--- config.mk ---
export PLATFORM = sky130hd
export DESIGN_NAME = blpwm_top
export DESIGN_NICKNAME = d
export VERILOG_FILES = /design/src/rtl/blpwm_pkg.sv /design/src/rtl/blpwm_regs.sv /design/src/rtl/blpwm_core.sv /design/src/rtl/blpwm_top.sv
export SDC_FILE = /design/constraint.sdc
export NUM_CORES = 1
export LEC_CHECK = 0
export BUFFER_PORTS_ARGS = -buffer_cell sky130_fd_sc_hd__clkbuf_2
export CAP_MARGIN = 30
export CORE_MARGIN = 2
export CORE_UTILIZATION = 57
export DETAILED_ROUTE_END_ITERATION = 6
export MAX_ROUTING_LAYER = met4
export PLACE_DENSITY_LB_ADDON = 0.12
export SETUP_SLACK_MARGIN = 0.2
export SYNTH_ARGS = -nofsm -noshare
export SYNTH_HDL_FRONTEND = slang
export SYNTH_SLANG_ARGS = --single-unit
--- constraint.sdc ---
create_clock -name clk -period 8.17 [get_ports clk]
set_input_delay 0.817 -clock clk [delete_from_list [all_inputs] [get_ports clk]]
set_output_delay 0.817 -clock clk [all_outputs]
set_load 0.005 [all_outputs]
--- src/rtl/blpwm_pkg.sv ---
package blpwm_pkg;
  localparam int unsigned PERIOD_W = 8;

  typedef struct packed {
    logic active;   // counters may run
    logic hold;     // force output low, counters cleared
  } pwmStrobes_t;
endpackage

--- src/rtl/blpwm_regs.sv ---
module blpwm_regs
  import blpwm_pkg::*;
#(
  parameter bit          ALT_MAP = 1'b0,
  parameter int unsigned ADDR_W  = 12,
  parameter int unsigned DATA_W  = 32,
  parameter int unsigned DIV_W   = 22,
  parameter int unsigned DUTY_W  = 8
) (
  input  logic              clk,
  input  logic              rstN,
  input  logic              regWrEn,
  input  logic [ADDR_W-1:0] regAddr,
  input  logic [DATA_W-1:0] regWrData,
  output logic [DATA_W-1:0] regRdData,
  output logic [DIV_W-1:0]  divReg,
  output logic [DUTY_W-1:0] dutyReg,
  output logic              enBit,
  output logic              runQ,
  output pwmStrobes_t       strobes
);
  localparam int unsigned FREQ_OFS = ALT_MAP ? 32'h4C : 32'h34;
  localparam int unsigned DUTY_OFS = FREQ_OFS + 4;
  localparam logic [ADDR_W-1:0] FREQ_ADDR = FREQ_OFS[ADDR_W-1:0];
  localparam logic [ADDR_W-1:0] DUTY_ADDR = DUTY_OFS[ADDR_W-1:0];

  logic freqSel;
  logic dutySel;

  assign freqSel = (regAddr == FREQ_ADDR);
  assign dutySel = (regAddr == DUTY_ADDR);

  always_ff @(posedge clk or negedge rstN) begin
    if (!rstN) begin
      divReg  <= '0;
      enBit   <= 1'b0;
      dutyReg <= '0;
      runQ    <= 1'b0;
    end else begin
      runQ <= enBit;
      if (regWrEn && freqSel) begin
        divReg <= regWrData[DIV_W-1:0];
        enBit  <= regWrData[DIV_W];
      end
      if (regWrEn && dutySel) begin
        dutyReg <= regWrData[DUTY_W-1:0];
      end
    end
  end

  always_comb begin
    regRdData = '0;
    if (freqSel) begin
      regRdData[DIV_W:0] = {enBit, divReg};
    end else if (dutySel) begin
      regRdData[DUTY_W-1:0] = dutyReg;
    end
  end

  assign strobes.active = enBit && runQ;
  assign strobes.hold   = !enBit;
endmodule

--- src/rtl/blpwm_core.sv ---
module blpwm_core
  import blpwm_pkg::*;
#(
  parameter int unsigned DIV_W  = 22,
  parameter int unsigned DUTY_W = 8
) (
  input  logic              clk,
  input  logic              rstN,
  input  pwmStrobes_t       strobes,
  input  logic [DIV_W-1:0]  divReg,
  input  logic [DUTY_W-1:0] dutyReg,
  output logic              pwmOut,
  output logic [DIV_W-1:0]  prescCnt,
  output logic [DUTY_W-1:0] periodCnt,
  output logic [DIV_W-1:0]  divAct,
  output logic [DUTY_W-1:0] dutyAct
);
  localparam logic [DUTY_W-1:0] PERIOD_LAST = '1;

  logic              tick;
  logic              loadShadow;
  logic [DIV_W-1:0]  prescN;
  logic [DUTY_W-1:0] periodN;
  logic [DIV_W-1:0]  divN;
  logic [DUTY_W-1:0] dutyN;
  logic              pwmN;

  assign tick       = (prescCnt == divAct);
  assign loadShadow = !strobes.active || (tick && periodCnt == PERIOD_LAST);

  always_comb begin
    if (!strobes.active) begin
      prescN  = '0;
      periodN = '0;
    end else begin
      prescN  = tick ? '0 : prescCnt + 1'b1;
      periodN = tick ? periodCnt + 1'b1 : periodCnt;
    end
    divN  = loadShadow ? divReg  : divAct;
    dutyN = loadShadow ? dutyReg : dutyAct;
    pwmN  = !strobes.hold && (periodN <= dutyN);
  end

  always_ff @(posedge clk or negedge rstN) begin
    if (!rstN) begin
      prescCnt  <= '0;
      periodCnt <= '0;
      divAct    <= '0;
      dutyAct   <= '0;
      pwmOut    <= 1'b0;
    end else begin
      prescCnt  <= prescN;
      periodCnt <= periodN;
      divAct    <= divN;
      dutyAct   <= dutyN;
      pwmOut    <= pwmN;
    end
  end
endmodule

--- src/rtl/blpwm_top.sv ---
module blpwm_top
  import blpwm_pkg::*;
#(
  parameter bit          ALT_MAP = 1'b0,
  parameter int unsigned ADDR_W  = 12,
  parameter int unsigned DATA_W  = 32,
  parameter int unsigned DIV_W   = 22
) (
  input  logic              clk,
  input  logic              rstN,
  input  logic              regWrEn,
  input  logic [ADDR_W-1:0] regAddr,
  input  logic [DATA_W-1:0] regWrData,
  output logic [DATA_W-1:0] regRdData,
  output logic              pwmOut
);
  localparam int unsigned DUTY_W = PERIOD_W;

  pwmStrobes_t       strobes;
  logic [DIV_W-1:0]  divReg;
  logic [DUTY_W-1:0] dutyReg;
  logic              enBit;
  logic              runQ;
  logic [DIV_W-1:0]  prescCnt;
  logic [DUTY_W-1:0] periodCnt;
  logic [DIV_W-1:0]  divAct;
  logic [DUTY_W-1:0] dutyAct;

  blpwm_regs #(
    .ALT_MAP(ALT_MAP), .ADDR_W(ADDR_W), .DATA_W(DATA_W),
    .DIV_W(DIV_W), .DUTY_W(DUTY_W)
  ) regs_i (
    .clk(clk), .rstN(rstN), .regWrEn(regWrEn), .regAddr(regAddr),
    .regWrData(regWrData), .regRdData(regRdData), .divReg(divReg),
    .dutyReg(dutyReg), .enBit(enBit), .runQ(runQ), .strobes(strobes)
  );

  blpwm_core #(.DIV_W(DIV_W), .DUTY_W(DUTY_W)) core_i (
    .clk(clk), .rstN(rstN), .strobes(strobes), .divReg(divReg),
    .dutyReg(dutyReg), .pwmOut(pwmOut), .prescCnt(prescCnt),
    .periodCnt(periodCnt), .divAct(divAct), .dutyAct(dutyAct)
  );
endmodule

==> results of run 1 <==
[metrics by stage]
step | power (W) | worst slack (ps) | cells | hold slack (ps)
2_1_floorplan | 0.000481 | 5370 | 391 | 414
3_3_place_gp | 0.000498 | 4840 | 537 | 455
3_5_place_dp | 0.000498 | 4700 | 538 | 479
4_1_cts | 0.000894 | 4680 | 553 | 419
5_1_grt | 0.000914 | 4380 | 553 | 440
6_report | 0.000888 | 4600 | 553 | 406
[cells by family after synthesis]
kind of cell,after synthesis,share of synthesized area [%]
simple gates,112,13.1
flops,93,49.5
mux,68,17.9
xor+xnor,42,7.83
compound gates,31,5.19
buf+inv,26,3.70
fa+ha+maj,10,2.66
other cells,1,0.0798
[power groups by stage]
stage | combinational, W | clock (W) | sequential [W]
6_report | 0.0000263 | 0.000399 | 0.000462
5_1_grt | 0.0000305 | 0.000421 | 0.000463
4_1_cts | 0.0000271 | 0.000404 | 0.000462
3_5_place_dp | 0.0000269 | 0 | 0.000471
3_3_place_gp | 0.0000262 | 0 | 0.000471
2_1_floorplan | 0.00000993 | 0 | 0.000471
[per-layer routing]
| metal | track usage (%) | vias to the layer above | wire length [um] |
|---|---|---|---|
| met2 | 31.9 | 79 | 4070 |
| met3 | 2.95 | 12 | 391 |
| met4 | 7.73 | 0 | 141 |
| met5 | - | - | 0 |
| met1 | 34.4 | 1499 | 4680 |
| li1 | - | 1465 | - |
[sequential cells by signal (all words and copies together), names as in the netlist]
name and cells:
core_i.dutyAct 8, core_i.prescCnt 22, core_i.pwmOut 1, regs_i.runQ 1
core_i.periodCnt 8, regs_i.divReg 22, regs_i.enBit 1, regs_i.dutyReg 8
core_i.divAct 22
[worst paths after layout]
kind                                       end  slack, ps  depth (start not counted)
hold reg to reg                    regs_i.runQ        490                          0
setup / recovery                 core_i.pwmOut       4600                         10
hold / removal             core_i.prescCnt[14]        410                          1
min in group clk                   regs_i.runQ        490                          0
setup reg to reg                 core_i.pwmOut       4600                         10
max in group asynchronous    regs_i.dutyReg[6]       6670                          2
[worst reg2reg max path: stages (launching register included)]
cell and delay, ps:
dfrtp_1 440, xor2_1 160, nor4_1 400, nand4_1 580, o41ai_1 850, ha_1 370
a21o_1 190, a21oi_1 160, nor2b_1 70, o22ai_1 120, o311a_1 190
[cells in the mapped netlist, drive strengths merged, types with 3 or more instances]
library cell,count
ha,10
nor2,31
nand2,11
mux2,61
a22o,8
and4,3
nand3,16
xnor2,13
clkbuf,6
nand2b,4
xor2,29
o21ai,3
dfrtp,93
buf,18
mux2i,7
and3,4
o41ai,3
a21oi,6
and2,16
o311ai,3
nand4,10
nor4,8
[cell type report]
| cell class | count | share of cell area, % |
|---|---|---|
| clock inverters | 4 | 2.26 |
| flip-flops and latches | 93 | 43.8 |
| repair buffers | 66 | 6.65 |
| clock buffers | 11 | 2.66 |
| well taps | 105 | 2.47 |
| inverters | 2 | 0.141 |
| multi-input cells | 272 | 42.0 |
==> summary.txt, run 1 <==
Leak: 2.62 nW
Delay-heaviest family, CP: compound AO/OA/AOI/OAI gates
Dominant cell type by area after synthesis: dfrtp_1
Share of the synthesized area in the top cell type: 49.5%
Max Root-Sink Buffers: 2
DR pass1 iterations: 4
Sw Pwr: 0.000176 W
Cts repair resizes: 0
Multi-input logic area: 2230 um2
Max Fclk: 280 MHz
First-pass GRT wire length: 15300 um
Die Wd: 94.8 um
Antenna violations before repair: 0
# hold bufs at CTS: 0
Root Buffer: clkbuf_8
CP Cell Sequence: xor2_1 > nor4_1 > nand4_1 > o41ai_1 > ha_1 > a21o_1 > a21oi_1 > nor2b_1 > o22ai_1 > o311a_1
DIE HEIGHT: 94.8 um
Total Neg Setup Slack: 0 ps
RR Startpoint: core_i.prescCnt[18]
Pin count of the biggest net entering global routing: 58
Vias in the first global route: 2992
Worst skew pair latency: 360 ps
Setup crit end kind: flop
#FFs+latches synth: 93
Routability congestion estimate: 0.907
Initial Utilization: 58.1%
Final WL: 9280 um
Sw Ratio: 19.8%
Status: complete, no violations
Unrepaired setup endpoints after global routing: false
Yosys warning count: 0
Commonest non-fill, non-tap cells in the layout: dfrtp_1, clkbuf_2, mux2_2
Buf/Inv on CP: 0
Worst Path Required: 8470 ps
Commonest non-fill, non-tap cell in the layout: dfrtp_1
I/O pin count: 80
Tightest Pin Transition: 750 ps
Mapped cell area: 4700 um2
DR iter-0 viols: 125
Full die area: 8990 um2
Ratio of cells with drive above 1 in the final layout: 32.8%
Setup violators final: 0
FF+latch area: 2330 um2
IO Port Bufs: 61
Hold Path Class: input pin to async pin
CTS tree: built
Clock Power Share: 45.0%
Register area share after synthesis: 49.5%
Drt wl/cell: 16.8 um
N_diodes: 0
Layout area overhead: 13.0%
Gr ovfl total: 0
Final count of pins violating max slew: 0
Max Clock Skew: 13.4 ps
Row cnt: 33
Setup CP Type: flop to flop
Slowest stage cell, crit path: o41ai_1
Max Cap Viol: 0
Postcts setup bufs: 0
Post-Layout Inst Area: 5310 um2
Via count: 3055
Arrival @ worst endpoint: 3870 ps
Period utilization: 43.7%
Avg Cell Area, Syn: 12.3 um2
Gr usage total: 22.8%
Core Region: 8090 um2
Critical path startpoint: core_i.prescCnt[18]
Flop pwr share: 52.1%
Vias per inst: 5.52
Minimum clock period: 3570 ps
Worst path max stage delay: 850 ps
Num CTS Buffers: 9
Combinational fraction of design power: 3.0%
Final hold viol count: 0
Clock transition at path regs: 90 ps
Rel. slew slack: 49.5%
Internal: 0.000712 W
Post-DP Area: 5050 um2
Mapped Cells: 383
Synth Flop Type: dfrtp_1
Post-synth EDFFs: 0
Startpoint Class: flop
Peak supply drop: 0.0000906 V
Detailed placer's ending HPWL: 6540 um
Final Util: 65.6%
ANT nets after route: 0
H-tree depth: 3
Clk sink count: 93
Post-synth ARST share: 100%
Yosys cell types: 42
Synth top area cells: dfrtp_1, mux2_2, mux2_4
Fillers: 672
Worst Path Max Fanout: 15
Final layout net count: 501
Pwr dens: 167 nW/um2
Remaining routing DRC violations: 0
No activity file was read; power rests on OpenSTA's default activity.
==> run 2: changes to the inputs <==
Settings changed: ABC_AREA set to 1, CORE_UTILIZATION 57 to 52.
Clock period 8.17 ns to 3.2 ns, I/O delays scaled along.
==> run 2 against run 1 <==
First-iteration DRC count rose by 70%. Die area rose by 19%. Clock power rose by 89%. Via count rose by 41%. Non-clock buffer count rose by 3. Worst setup slack got worse by 4100 ps. Largest power group unchanged. Global-route usage fell by 0.19 points. Utilization fell by 7.1 points. Critical endpoint unchanged. Register-to-register slack got worse by 4100 ps. Routed wire length rose by 17%. Power rose to 2.7 times the previous value. Critical path type unchanged.
==> summary.txt, run 2 <==
Status: complete, no violations
Setup crit end kind: flop
# hold bufs at CTS: 1
N_diodes: 0
Row cnt: 36
Crit Reg-Reg Endpoint: core_i.pwmOut
Period utilization: 84.9%
Max Clock Skew: 8.64 ps
Remaining routing DRC violations: 0
Drt wl/cell: 12.4 um
CP Cell Sequence: inv_2 > nand2_1 > nand2_1 > nor2_1 > nand2_1 > nor2_4 > nand4_4 > nand2_4 > nand2_1 > nand2_1 > ha_1 > a21oi_1 > o21ai_0 > a21oi_1 > o21a_1
Gr usage total: 22.7%
Layout area overhead: 10.4%
Synth top area cells: dfrtp_1, nand2_1, inv_1
Via count: 4319
Final hold viol count: 0
Fillers: 920
Mapped Cells: 685
Post-synthesis mux area share: 0%
Total Neg Setup Slack: 0 ps
Buf/Inv on CP: 1
Count leader, synth: nand2_1
RR Startpoint: core_i.prescCnt[10]
Delay-heaviest family, CP: simple AND/OR/NAND/NOR gates
Leak: 3.09 nW
Unrepaired setup endpoints after global routing: false
Cts repair resizes: 0
Final WL: 10900 um
Pin count of the biggest net entering global routing: 47
Commonest cells post-synth: nand2_1, dfrtp_1, inv_1
Minimum clock period: 2720 ps
Pwr dens: 422 nW/um2
Final layout net count: 798
Arrival @ worst endpoint: 3000 ps
Rel. slew slack: 48.0%
Commonest non-fill, non-tap cells in the layout: nand2_1, dfrtp_1, inv_1
Worst path max stage delay: 500 ps
Full die area: 10700 um2
Slowest stage cell, crit path: dfrtp_1
CP Depth: 15
Max Fclk: 368 MHz
Clock transition at path regs: 80 ps
Antenna violations before repair: 0
I/O pin count: 80
Clk sink count: 93
Mapped cell area: 5130 um2
Postcts setup bufs: 0
DIE HEIGHT: 103 um
Critical path startpoint: core_i.prescCnt[10]
Top Registers: core_i.divAct (22), core_i.prescCnt (22), regs_i.divReg (22)
DR pass1 iterations: 4
Die Wd: 103 um
Startpoint Class: flop
Post-Synth Adder-Cell Area: 2.44%
Hold Path Class: input pin to flop
Ratio of cells with drive above 1 in the final layout: 13.2%
H-tree depth: 3
Setup CP Type: flop to flop
Routability congestion estimate: 0.891
#FFs+latches synth: 93
Max Cap Viol: 0
Crit-path most repeated cell: nand2_1
Root Buffer: clkbuf_8
Tightest Pin Transition: 778 ps
Dominant cell type by area after synthesis: dfrtp_1
Commonest non-fill, non-tap cell in the layout: nand2_1
Worst Setup EP: core_i.pwmOut
Flop2flop setup slack: 480 ps
Vias in the first global route: 3922
Detailed placer's ending HPWL: 8120 um
Largest family of logic cells by synthesized area: simple AND/OR/NAND/NOR gates
Synth Flop Type: dfrtp_1
Initial Utilization: 53.0%
Post-synth EDFFs: 0
Gr ovfl total: 0
Register area share after synthesis: 45.3%
Synth Area in XOR/XNOR: 2.90%
Num CTS Buffers: 9
Setup violators final: 0
Vias per inst: 4.92
Synth Area in Simple Gates: 32.1%
Peak supply drop: 0.000262 V
R2r worst-path depth: 15
Share of the synthesized area in the top cell type: 45.3%
Post-synth ARST share: 100%
IO Port Bufs: 61
Hold Path Stages: 3
Max Root-Sink Buffers: 2
Worst skew pair latency: 350 ps
Final Util: 58.5%
Complex-gate fraction of the synthesized area: 6.09%
DR iter-0 viols: 212
Core Region: 9680 um2
Yosys warning count: 0
CTS tree: built
Worst Path Required: 3490 ps
Yosys cell types: 34
Worst Path Max Fanout: 17
Avg Cell Area, Syn: 7.49 um2
Final count of pins violating max slew: 0
ANT nets after route: 0
First-pass GRT wire length: 18400 um
Min-Delay Startpoint: regWrData[7]
run 2: cell types whose count changed in the layout (fill, tap and decap cells not counted), sizes merged, moves of 15 or more:
cell   change
a21oi     +16
and2      -16
inv       +92
mux2      -61
nand2    +198
nand3     +34
nor2      +56
o21ai     +22
xor2      -15
run 2: final cells by class:
type	instances	area (um2)	area share (%)
inverters	94	353	6.23
clock buffers	12	145	2.56
flip-flops and latches	93	2330	41.1
well taps	133	166	2.94
repair buffers	69	370	6.53
multi-input cells	474	2270	40.1
clock inverters	2	35.0	0.618
run 2: worst min path at each step:
stage                                     end
after CTS                    regs_i.divReg[6]
after floorplan              core_i.divAct[0]
after global routing         regs_i.divReg[5]
after global placement    core_i.prescCnt[11]
after detailed placement  core_i.prescCnt[11]
final                        regs_i.divReg[7]
run 2: cell families after synthesis:
kind of cell,count (synthesis)
and+or+nand+nor,381
other,1
DFF,93
adders and majority gates,10
AOI/OAI and AO/OA,57
buffers and inverters,126
xor gates and xnor gates,17
run 2: through the flow:
step / power, W / instance area [um2] / hold slack [ps] / std cells / setup slack (ps)
after floorplan: 0.00156 / 5160 / 24.4 / 693 / 817
after global placement: 0.00165 / 5480 / 265 / 862 / 568
after detailed placement: 0.00166 / 5480 / 268 / 862 / 506
after CTS: 0.00242 / 5670 / 184 / 877 / 484
after global routing: 0.00252 / 5670 / 194 / 877 / 213
final: 0.00239 / 5670 / 201 / 877 / 483
run 2: report_power, final:
part | switching [W] | total [W] | internal [W]
combinational | 0.000168 | 0.000301 | 0.000133
sequential | 0.0000872 | 0.00134 | 0.00125
clock | 0.000379 | 0.000753 | 0.000374
run 2: tightest hold or removal path: stages:
cell and delay (ps):
clkbuf_2 80, inv_1 50, o21ai_1 60
run 2: per-layer routing:
layer / wire [um] / GRT usage [%] / share of wire [%]
met5: 0 / - / 0
met4: 102 / 8.50 / 0.94
met3: 360 / 2.35 / 3.3
met2: 4920 / 32.1 / 45
met1: 5490 / 33.6 / 51
